==> src/rtl/tsp_pkg.sv <==
package tsp_pkg;

    localparam int CFG_W = 8;

    // Configuration layout (MSB first): spare[7:6], src_ext[5], fall_edge[4],
    // to_wdt[3], rate[2:0]
    typedef struct packed {
        logic [1:0] spare;
        logic       src_ext;
        logic       fall_edge;
        logic       to_wdt;
        logic [2:0] rate;
    } cfg_t;

    localparam cfg_t CFG_RESET = cfg_t'({CFG_W{1'b1}});

endpackage

==> src/rtl/tsp_pin_sync.sv <==
module tsp_pin_sync #(
    parameter int STAGES = 2
) (
    input  logic clk,
    input  logic rst_n,
    input  logic pin,
    output logic rise,
    output logic fall
);
    localparam int DEPTH = STAGES + 1;

    typedef struct packed {
        logic [DEPTH-1:0] sh;
    } state_t;

    state_t st_d, st_q;

    always_comb begin
        st_d    = st_q;
        st_d.sh = {st_q.sh[DEPTH-2:0], pin};
    end

    always_ff @(posedge clk or negedge rst_n) begin
        if (!rst_n) st_q <= '0;
        else        st_q <= st_d;
    end

    // The oldest stage holds the previous synchronised level.
    assign rise =  st_q.sh[STAGES-1] & ~st_q.sh[STAGES];
    assign fall = ~st_q.sh[STAGES-1] &  st_q.sh[STAGES];
endmodule

==> src/rtl/tsp_prescaler.sv <==
module tsp_prescaler #(
    parameter int RATE_W = 3
) (
    input  logic              clk,
    input  logic              rst_n,
    input  logic              tick_in,
    input  logic              clr,
    input  logic              to_wdt,
    input  logic [RATE_W-1:0] rate,
    output logic              tick_out
);
    localparam int PRE_W = 1 << RATE_W;

    typedef struct packed {
        logic [PRE_W-1:0] cnt;
    } state_t;

    state_t           st_d, st_q;
    logic [RATE_W:0]  shift_amt;
    logic [PRE_W:0]   one_hot;
    logic [PRE_W-1:0] mask;
    logic             hit;

    always_comb begin
        // The watchdog gets one octave less division than the timer.
        shift_amt = to_wdt ? {1'b0, rate} : ({1'b0, rate} + (RATE_W+1)'(1));
        one_hot   = (PRE_W+1)'(1) << shift_amt;
        mask      = PRE_W'(one_hot - (PRE_W+1)'(1));
        hit       = (st_q.cnt & mask) == mask;
        tick_out  = tick_in && !clr && hit;

        st_d = st_q;
        if (clr)          st_d.cnt = '0;
        else if (tick_in) st_d.cnt = st_q.cnt + PRE_W'(1);
    end

    always_ff @(posedge clk or negedge rst_n) begin
        if (!rst_n) st_q <= '0;
        else        st_q <= st_d;
    end
endmodule

==> src/rtl/tsp_counter.sv <==
module tsp_counter #(
    parameter int TMR_W = 8
) (
    input  logic             clk,
    input  logic             rst_n,
    input  logic             inc,
    input  logic             wr,
    input  logic [TMR_W-1:0] wdata,
    input  logic             flag_clr,
    output logic [TMR_W-1:0] value,
    output logic             flag
);
    localparam logic [TMR_W-1:0] TOP = {TMR_W{1'b1}};

    typedef struct packed {
        logic [TMR_W-1:0] cnt;
        logic             ovf;
    } state_t;

    state_t st_d, st_q;
    logic   wrap;

    always_comb begin
        wrap = inc && !wr && (st_q.cnt == TOP);
        st_d = st_q;
        if (wr)       st_d.cnt = wdata;
        else if (inc) st_d.cnt = st_q.cnt + TMR_W'(1);
        if (wrap)          st_d.ovf = 1'b1;
        else if (flag_clr) st_d.ovf = 1'b0;
    end

    always_ff @(posedge clk or negedge rst_n) begin
        if (!rst_n) st_q <= '0;
        else        st_q <= st_d;
    end

    assign value = st_q.cnt;
    assign flag  = st_q.ovf;
endmodule

==> src/rtl/shared_prescale_timer.sv <==
module shared_prescale_timer
    import tsp_pkg::*;
#(
    parameter int TMR_W       = 8,
    parameter int RATE_W      = 3,
    parameter int SYNC_STAGES = 2
) (
    input  logic             clk,
    input  logic             rst_n,
    input  logic             cycle_tick,
    input  logic             ext_clk_pin,
    input  logic             wdt_osc_tick,
    input  logic             cfg_wr,
    input  logic [CFG_W-1:0] cfg_wdata,
    input  logic             tmr_wr,
    input  logic [TMR_W-1:0] tmr_wdata,
    input  logic             flag_clr,
    input  logic             wdt_clr,
    output logic [TMR_W-1:0] tmr_value,
    output logic             ovf_flag,
    output logic             wdt_tick
);
    typedef struct packed {
        cfg_t cfg;
        logic wdt;
    } state_t;

    state_t st_d, st_q;
    cfg_t   cfg_q;
    logic   pin_rise, pin_fall;
    logic   edge_ev, src_ev, pre_in, pre_clr, pre_out, tmr_inc;

    tsp_pin_sync #(.STAGES(SYNC_STAGES)) u_sync (
        .clk  (clk),
        .rst_n(rst_n),
        .pin  (ext_clk_pin),
        .rise (pin_rise),
        .fall (pin_fall)
    );

    assign cfg_q = st_q.cfg;

    always_comb begin
        edge_ev = cfg_q.fall_edge ? pin_fall : pin_rise;
        src_ev  = cfg_q.src_ext ? edge_ev : cycle_tick;
        pre_in  = cfg_q.to_wdt ? wdt_osc_tick : src_ev;
        pre_clr = cfg_q.to_wdt ? wdt_clr : tmr_wr;
    end

    tsp_prescaler #(.RATE_W(RATE_W)) u_pre (
        .clk     (clk),
        .rst_n   (rst_n),
        .tick_in (pre_in),
        .clr     (pre_clr),
        .to_wdt  (cfg_q.to_wdt),
        .rate    (cfg_q.rate[RATE_W-1:0]),
        .tick_out(pre_out)
    );

    always_comb begin
        tmr_inc = cfg_q.to_wdt ? src_ev : pre_out;
        st_d    = st_q;
        st_d.wdt = cfg_q.to_wdt ? pre_out : wdt_osc_tick;
        if (cfg_wr) st_d.cfg = cfg_t'(cfg_wdata);
    end

    always_ff @(posedge clk or negedge rst_n) begin
        if (!rst_n) begin
            st_q.cfg <= CFG_RESET;
            st_q.wdt <= 1'b0;
        end else begin
            st_q <= st_d;
        end
    end

    tsp_counter #(.TMR_W(TMR_W)) u_cnt (
        .clk     (clk),
        .rst_n   (rst_n),
        .inc     (tmr_inc),
        .wr      (tmr_wr),
        .wdata   (tmr_wdata),
        .flag_clr(flag_clr),
        .value   (tmr_value),
        .flag    (ovf_flag)
    );

    assign wdt_tick = st_q.wdt;
endmodule

==> config.mk <==
export PLATFORM = sky130hd
export DESIGN_NAME = shared_prescale_timer
export DESIGN_NICKNAME = d
export VERILOG_FILES = /design/src/rtl/tsp_pkg.sv /design/src/rtl/tsp_pin_sync.sv /design/src/rtl/tsp_prescaler.sv /design/src/rtl/tsp_counter.sv /design/src/rtl/shared_prescale_timer.sv
export SDC_FILE = /design/constraint.sdc
export NUM_CORES = 1
export LEC_CHECK = 0
export BUFFER_PORTS_ARGS = -buffer_cell sky130_fd_sc_hd__buf_2
export CAP_MARGIN = 20
export CORE_MARGIN = 2
export CORE_UTILIZATION = 40
export CTS_CLUSTER_DIAMETER = 150
export CTS_CLUSTER_SIZE = 12
export DETAILED_ROUTE_END_ITERATION = 12
export PLACE_DENSITY_LB_ADDON = 0.15
export SLEW_MARGIN = 10
export SYNTH_ARGS = -nofsm -noshare
export SYNTH_HDL_FRONTEND = slang
export SYNTH_SLANG_ARGS = --single-unit
==> constraint.sdc <==
create_clock -name clk -period 6.2 [get_ports clk]
set_input_delay 0.31 -clock clk [delete_from_list [all_inputs] [get_ports clk]]
set_output_delay 0.31 -clock clk [all_outputs]
set_load 0.01 [all_outputs]
==> results of run 1 <==
state kept, by name, indices dropped and copies added, names as in the netlist:
name         flops
u_cnt.flag       1
u_cnt.value      8
u_pre.st_q       8
cfg_q            6
u_sync.st_q      3
wdt_tick         1
final cells by class:
type	instances	area (um^2)	share of cell area
Timing Repair Buffer	32	160	0.0724
Multi-Input combinational cell	166	1210	0.545
Inverter	9	33.8	0.0153
Sequential cell	27	683	0.309
Clock buffer	4	45.0	0.0204
Tap cell	67	83.8	0.0379
final timing paths:
| kind | to | slack [ns] | cells past startpoint |
|---|---|---|---|
| max | u_cnt.value[2] | 2.44 | 11 |
| min | u_cnt.value[3] | 0.05 | 1 |
| max reg2reg | u_cnt.value[2] | 2.44 | 11 |
| min reg2reg | u_sync.st_q[1] | 0.37 | 0 |
| max in group asynchronous | u_pre.st_q[6] | 5.76 | 1 |
| min in group clk | u_sync.st_q[0] | 0.14 | 1 |
per-layer routing:
metal / vias up / wire length, um / part of all wire / GRT usage
met5: - / 0 / 0 / 0
met4: 0 / 29 / 0.0066 / 0.0397
met3: 2 / 106 / 0.024 / 0.0174
met2: 27 / 2000 / 0.46 / 0.260
met1: 768 / 2250 / 0.51 / 0.261
li1: 849 / - / - / -
worst max-delay path: cells and delay by family, from the launching register on:
family,cells,cell delay [ns]
flops,1,0.72
fa+ha+maj,2,0.76
simple gates,2,0.63
mux,1,0.34
compound gates,6,1.22
kinds of logic (layout without fill, tap and decap cells):
kind of cell               after synthesis  after routing  synth area share
xor gates and xnor gates                 7              7            0.0306
buffers and inverters                   21             45            0.0568
muxes                                   12             12            0.0681
and+or+nand+nor                         93             93             0.271
AOI/OAI and AO/OA                       50             50             0.207
DFF                                     27             27             0.341
adders and majority gates                4              4            0.0250
report_power, final:
group | switching [mW] | internal, mW | leakage (nW)
sequential | 0.0282 | 0.194 | 0.328
combinational | 0.0749 | 0.0676 | 0.562
clock | 0.0548 | 0.0460 | 0.0228
through the flow:
stage               std cells  total power, mW
detailed placement        301            0.368
floorplan                 214            0.330
finish                    305            0.466
global route              305            0.498
CTS                       305            0.470
global placement          301            0.366
cells in the final DEF, fill, tap and decap left out, types with 3 or more instances in the layout:
| cell type | instances |
|---|---|
| dfrtp_1 | 21 |
| o22ai_1 | 3 |
| ha_1 | 4 |
| nand4_1 | 5 |
| o21ai_0 | 8 |
| a22oi_1 | 3 |
| mux2i_1 | 5 |
| nand2_1 | 15 |
| mux2_2 | 4 |
| nand2b_1 | 3 |
| xnor2_1 | 3 |
| dfstp_2 | 6 |
| nor2_1 | 19 |
| xor2_1 | 4 |
| a21oi_1 | 7 |
| buf_2 | 32 |
| clkbuf_8 | 3 |
| nor3_1 | 9 |
| nor3b_2 | 3 |
| o211ai_1 | 3 |
| nor2b_1 | 8 |
| inv_1 | 7 |
| a211o_1 | 3 |
| nand3_1 | 10 |
==> metrics.md, run 1 <==
| Metric | Value |
|---|---|
| Wire length per cell | 14.4 um |
| First-pass GRT wire length | 7530 um |
| Vias per inst | 5.40 |
| PortBufs | 32 |
| # rows | 25 |
| Vias post-DR | 1,646 |
| CTS tree | built |
| Setup TNS | 0 ns |
| Residual DRC | 0 |
| Clock H-tree levels | 1 |
| Max cap viols | 0 |
| Clock insertion delay at the later pin of the skew report | 0.27 ns |
| EDFF count, synth | 0 |
| Critical path type | flop to flop |
| Placer Congestion | 0.839 |
| Share of synthesized flip-flops with an asynchronous set or reset | 1.00 |
| Die area | 5590 um^2 |
| Crit-path max FO | 16 |
| Die W | 74.8 um |
| Largest net degree at the start of global routing | 28 |
| Slowest cell on crit path | dfstp_2 |
| Post-Syn Area | 2000 um^2 |
| Worst-Margin Slew | 0.617 ns |
| Placed instance area | 2170 um^2 |
| Status | finished clean |
| Pleak | 0.913 nW |
| Vias in the first global route | 1,538 |
| Worst Skew | 0.00608 ns |
| Final Util | 0.462 |
| Dpl ws | 2.51 ns |
| Tot GR Track Use | 0.170 |
| Worst setup margin | 2.44 ns |
| WHS | 0.0451 ns |
| Routed wire length | 4380 um |
| Worst path required time | 6.38 ns |
| Final Slew Violations | 0 |
| Count of final hold-check violations | 0 |
| Top FF cell, synth | dfrtp_1 |
| CP peak stage delay | 0.72 ns |
| DR iter-0 viols | 130 |
| Unique masters post-synth | 63 |
| Post-detail-place hpwl | 3160 um |
| Post-synth top area share | 0.262 |
| Sequential area share after synthesis | 0.341 |
| RSZ-0062 raised after global routing | no |
| Pre-Repair DR Iteration Count | 4 |
| Fraction of layout cells with a size suffix above 1 | 0.277 |
| Setup-failing EPs final | 0 |
| CP dominant cell by count | ha_1 |
| Synth Area per Inst | 9.36 um^2 |
| Origin of the worst setup path | cfg_q[0] |
| Syn nets | 243 |
| Most frequent cell after synthesis | dfrtp_1 |
| # clock sinks | 27 |
| Mapped Cells | 214 |
| CP Launch Type | flop |
| FF+latch count, synth | 27 |
| Design Area, Final | 2210 um^2 |
| GRT Residual Overflow | 0 |
| Crit path time final | 3.76 ns |
| Cts hold-fix bufs | 0 |
| Area Overhead vs Synth | 10.4% |
| Core ar. | 4790 um^2 |
| Crit. End Element | flop |
| Slew Limit Headroom | 0.588 |
| Clk buf depth | 2 |
| Die H | 74.8 um |
| Max Clk Rate | 0.266 GHz |
| Most frequent cells after synthesis | dfrtp_1 (21), nor2_1 (19), nand2_1 (15) |
| TritonCTS Buffers | 3 |
| Post-CTS sizing | 0 |
| CTS root buffer | clkbuf_8 |
| Power Density | 211 nW/um^2 |
| Area leader, netlist | dfrtp_1 |
| Synth warnings | 0 |
| Post-layout nets | 268 |
| Diodes inserted | 0 |
| Layout fillers | 452 |
| Reg2reg start | cfg_q[0] |
| Worst-case vdd ir drop | 98.1 uV |
| Initial antenna violation count | 0 |
| Critical path, cell by cell | ha_1 -> nand3b_1 -> a211oi_1 -> a21oi_1 -> ha_1 -> o2111a_1 -> o211a_1 -> a211oi_2 -> and4bb_1 -> mux2_4 -> o31ai_2 |
| Final antenna-violating net count | 0 |
| Initial Utilization | 0.419 |
| Hold WC Path Type | primary input to asynchronous set/reset pin |
| Post-CTS setup repair buffer count | 0 |
| Worst EP arrival | 3.94 ns |
| CTS clk-pin slew, worst paths | 0.10 ns |
| Synth top area cells | dfrtp_1 (26%), dfstp_2 (7.9%), nor2_1 (3.6%) |
| I/O pin cnt | 35 |
| Fin crit share | 0.606 |
(Power assumes the default switching activity.)
==> run 2, diff against run 1 <==
ABC_AREA = 1   (was not set)
clock period = 3.4 ns   (was 6.2 ns; I/O delays follow)
==> run 2 against run 1 <==
  * Power increased by 76%
  * Cell area fell by 8.3%
  * Count of clock-buffer cells in the layout down 1
  * Clock power increased by 82%
  * Register-to-register slack worse by 1.6 ns
  * Maximum frequency is 45% higher
  * Critical path type unchanged
  * Largest power group unchanged
==> metrics.md, run 2 <==
| Metric | Value |
|---|---|
| Syn nets | 266 |
| Multi-input logic area | 942 um^2 |
| Area Overhead vs Synth | 15.0% |
| Sequential area share after synthesis | 0.388 |
| Layout fillers | 458 |
| First-pass GRT wire length | 6990 um |
| DR iter-0 viols | 81 |
| CTS clk-pin slew, worst paths | 0.09 ns |
| CTS tree | built |
| Most frequent cells in the layout | nand2_1 (75), buf_2 (32), inv_1 (23) |
| Initial antenna violation count | 0 |
| Wire length per cell | 11.4 um |
| FF+latch count, synth | 27 |
| EDFF count, synth | 0 |
| Synth top area cells | dfrtp_1 (30%), nand2_1 (16%), dfstp_2 (8.9%) |
| Mapped Cells | 237 |
| Initial Utilization | 0.411 |
| Design Area, Final | 2030 um^2 |
| Hold WC Path Type | primary input to flop |
| Area leader, netlist | dfrtp_1 |
| Unique masters post-synth | 30 |
| Worst path required time | 3.57 ns |
| Clk buf depth | 2 |
| Fraction of layout cells with a size suffix above 1 | 0.244 |
| Worst-case vdd ir drop | 188 uV |
| Most frequent cells after synthesis | nand2_1 (75), inv_1 (23), o21ai_0 (22) |
| Commonest non-fill, non-tap cell in the layout | nand2_1 |
| Power Density | 403 nW/um^2 |
| Die area | 4950 um^2 |
| Share of synthesized flip-flops with an asynchronous set or reset | 1.00 |
| Most frequent cell after synthesis | nand2_1 |
| PortBufs | 32 |
| # clock sinks | 27 |
| Crit-path max FO | 10 |
| WHS | 0.101 ns |
| Worst-Margin Slew | 0.603 ns |
| Worst R2R Path Depth | 17 |
| Vias post-DR | 1,532 |
| GRT Residual Overflow | 0 |
| Clock insertion delay at the later pin of the skew report | 0.27 ns |
| Placed instance area | 1960 um^2 |
| Total Power | 0.817 mW |
| CP Launch Type | flop |
| Critical path type | flop to flop |
| Post-CTS setup repair buffer count | 0 |
| CTS root buffer | clkbuf_8 |
| Cts hold-fix bufs | 2 |
| Post-CTS sizing | 0 |
| Final Util | 0.472 |
| Tot GR Track Use | 0.173 |
| Setup-failing EPs final | 0 |
| Synth warnings | 0 |
| Vias in the first global route | 1,549 |
| Pre-Repair DR Iteration Count | 4 |
| Post-Syn Area | 1760 um^2 |
| Vias per inst | 4.76 |
| Setup TNS | 0 ns |
| Top FF cell, synth | dfrtp_1 |
| Core ar. | 4290 um^2 |
| I/O pin cnt | 35 |
| Max Clk Rate | 0.387 GHz |
| Hold Crit Depth | 3 |
| Worst Skew | 0.00120 ns |
| Post-layout nets | 300 |
| # rows | 24 |
| Count of final hold-check violations | 0 |
| Pleak | 1.03 nW |
| RSZ-0062 raised after global routing | no |
| Fin crit share | 0.760 |
| Worst EP arrival | 2.75 ns |
| Clock H-tree levels | 1 |
| Largest net degree at the start of global routing | 28 |
| TritonCTS Buffers | 3 |
| Post-synth top area share | 0.298 |
| Post-detail-place hpwl | 2810 um |
| Slew Limit Headroom | 0.598 |
| Storage cell area | 683 um^2 |
| Final Slew Violations | 0 |
| DP Cell Count | 316 |
| Placer Congestion | 0.858 |
| Status | finished clean |
| Crit path time final | 2.58 ns |
| Dpl ws | 0.794 ns |
| Routed wire length | 3680 um |
| Max cap viols | 0 |
| Post-Layout Cell Count | 322 |
| Residual DRC | 0 |
| Diodes inserted | 0 |
| Die H | 70.4 um |
| Synth Area per Inst | 7.44 um^2 |
| Worst setup margin | 0.815 ns |
| Crit. End Element | flop |
| Final antenna-violating net count | 0 |
| Die W | 70.4 um |
==> run 2: cell types whose count changed after synthesis, sizes merged, moves of 6 or more <==
cell | previous run | this run
inv | 9 | 27
o21ai | 8 | 23
a21oi | 8 | 2
nand2 | 15 | 84
nand3 | 10 | 20
nor2b | 8 | 0
mux2 | 7 | 0
nand4 | 5 | 11
==> run 2: layout make-up <==
cell class | instances | share of cell area
multi-input cells | 178 | 0.465
flip-flops and latches | 27 | 0.337
repair buffers | 34 | 0.0888
inverters | 27 | 0.0549
well taps | 52 | 0.0321
clock buffers | 3 | 0.0204
clock inverters | 1 | 0.00247
==> run 2: report_power, final <==
| group | total (mW) | internal [mW] | switching (mW) |
|---|---|---|---|
| logic | 0.239 | 0.0959 | 0.143 |
| clock network | 0.184 | 0.0822 | 0.102 |
| registers | 0.394 | 0.356 | 0.0386 |
| total | 0.817 | 0.534 | 0.283 |
==> run 2: logic make-up (layout without fill, tap and decap cells) <==
logic type | Yosys count | in the layout | synth area share
xor+xnor | 6 | 6 | 0.0298
fa+ha+maj | 4 | 4 | 0.0284
buf+inv | 32 | 65 | 0.0781
compound gates | 27 | 27 | 0.0852
simple gates | 141 | 141 | 0.391
flops | 27 | 27 | 0.388
==> run 2: layer usage <==
metal,up-vias,GRT usage,share of wire
li1,825,-,-
met3,2,0.0260,0.026
met5,-,0,0
met4,0,0.0577,0.0073
met2,21,0.271,0.46
met1,684,0.243,0.51
==> run 2: path summary, 6_finish.rpt <==
check / startpoint / end / slack (ns)
setup / recovery: cfg_q[0] / u_cnt.value[7] / 0.82
hold / removal: cfg_wdata[1] / cfg_q[1] / 0.10
setup reg to reg: cfg_q[0] / u_cnt.value[7] / 0.82
hold reg to reg: u_sync.st_q[0] / u_sync.st_q[1] / 0.37
max in group asynchronous: rst_n / wdt_tick / 2.58
min in group asynchronous: rst_n / u_pre.st_q[2] / 0.43
==> run 2: critical path, stage by stage (launching register included) <==
cell and delay [ns]:
dfstp_2 0.58, ha_1 0.26, nand2_1 0.07, nand2_1 0.07, nor2_1 0.15, nand2_2 0.08, ha_1 0.28, or2_2 0.26
nand2_1 0.07, a21oi_1 0.04, nand2_1 0.07, nor2_2 0.04, nand3_2 0.06, nor2_2 0.05, nand2_4 0.13, nand3_4 0.13
nand2_1 0.10, nand2_1 0.05
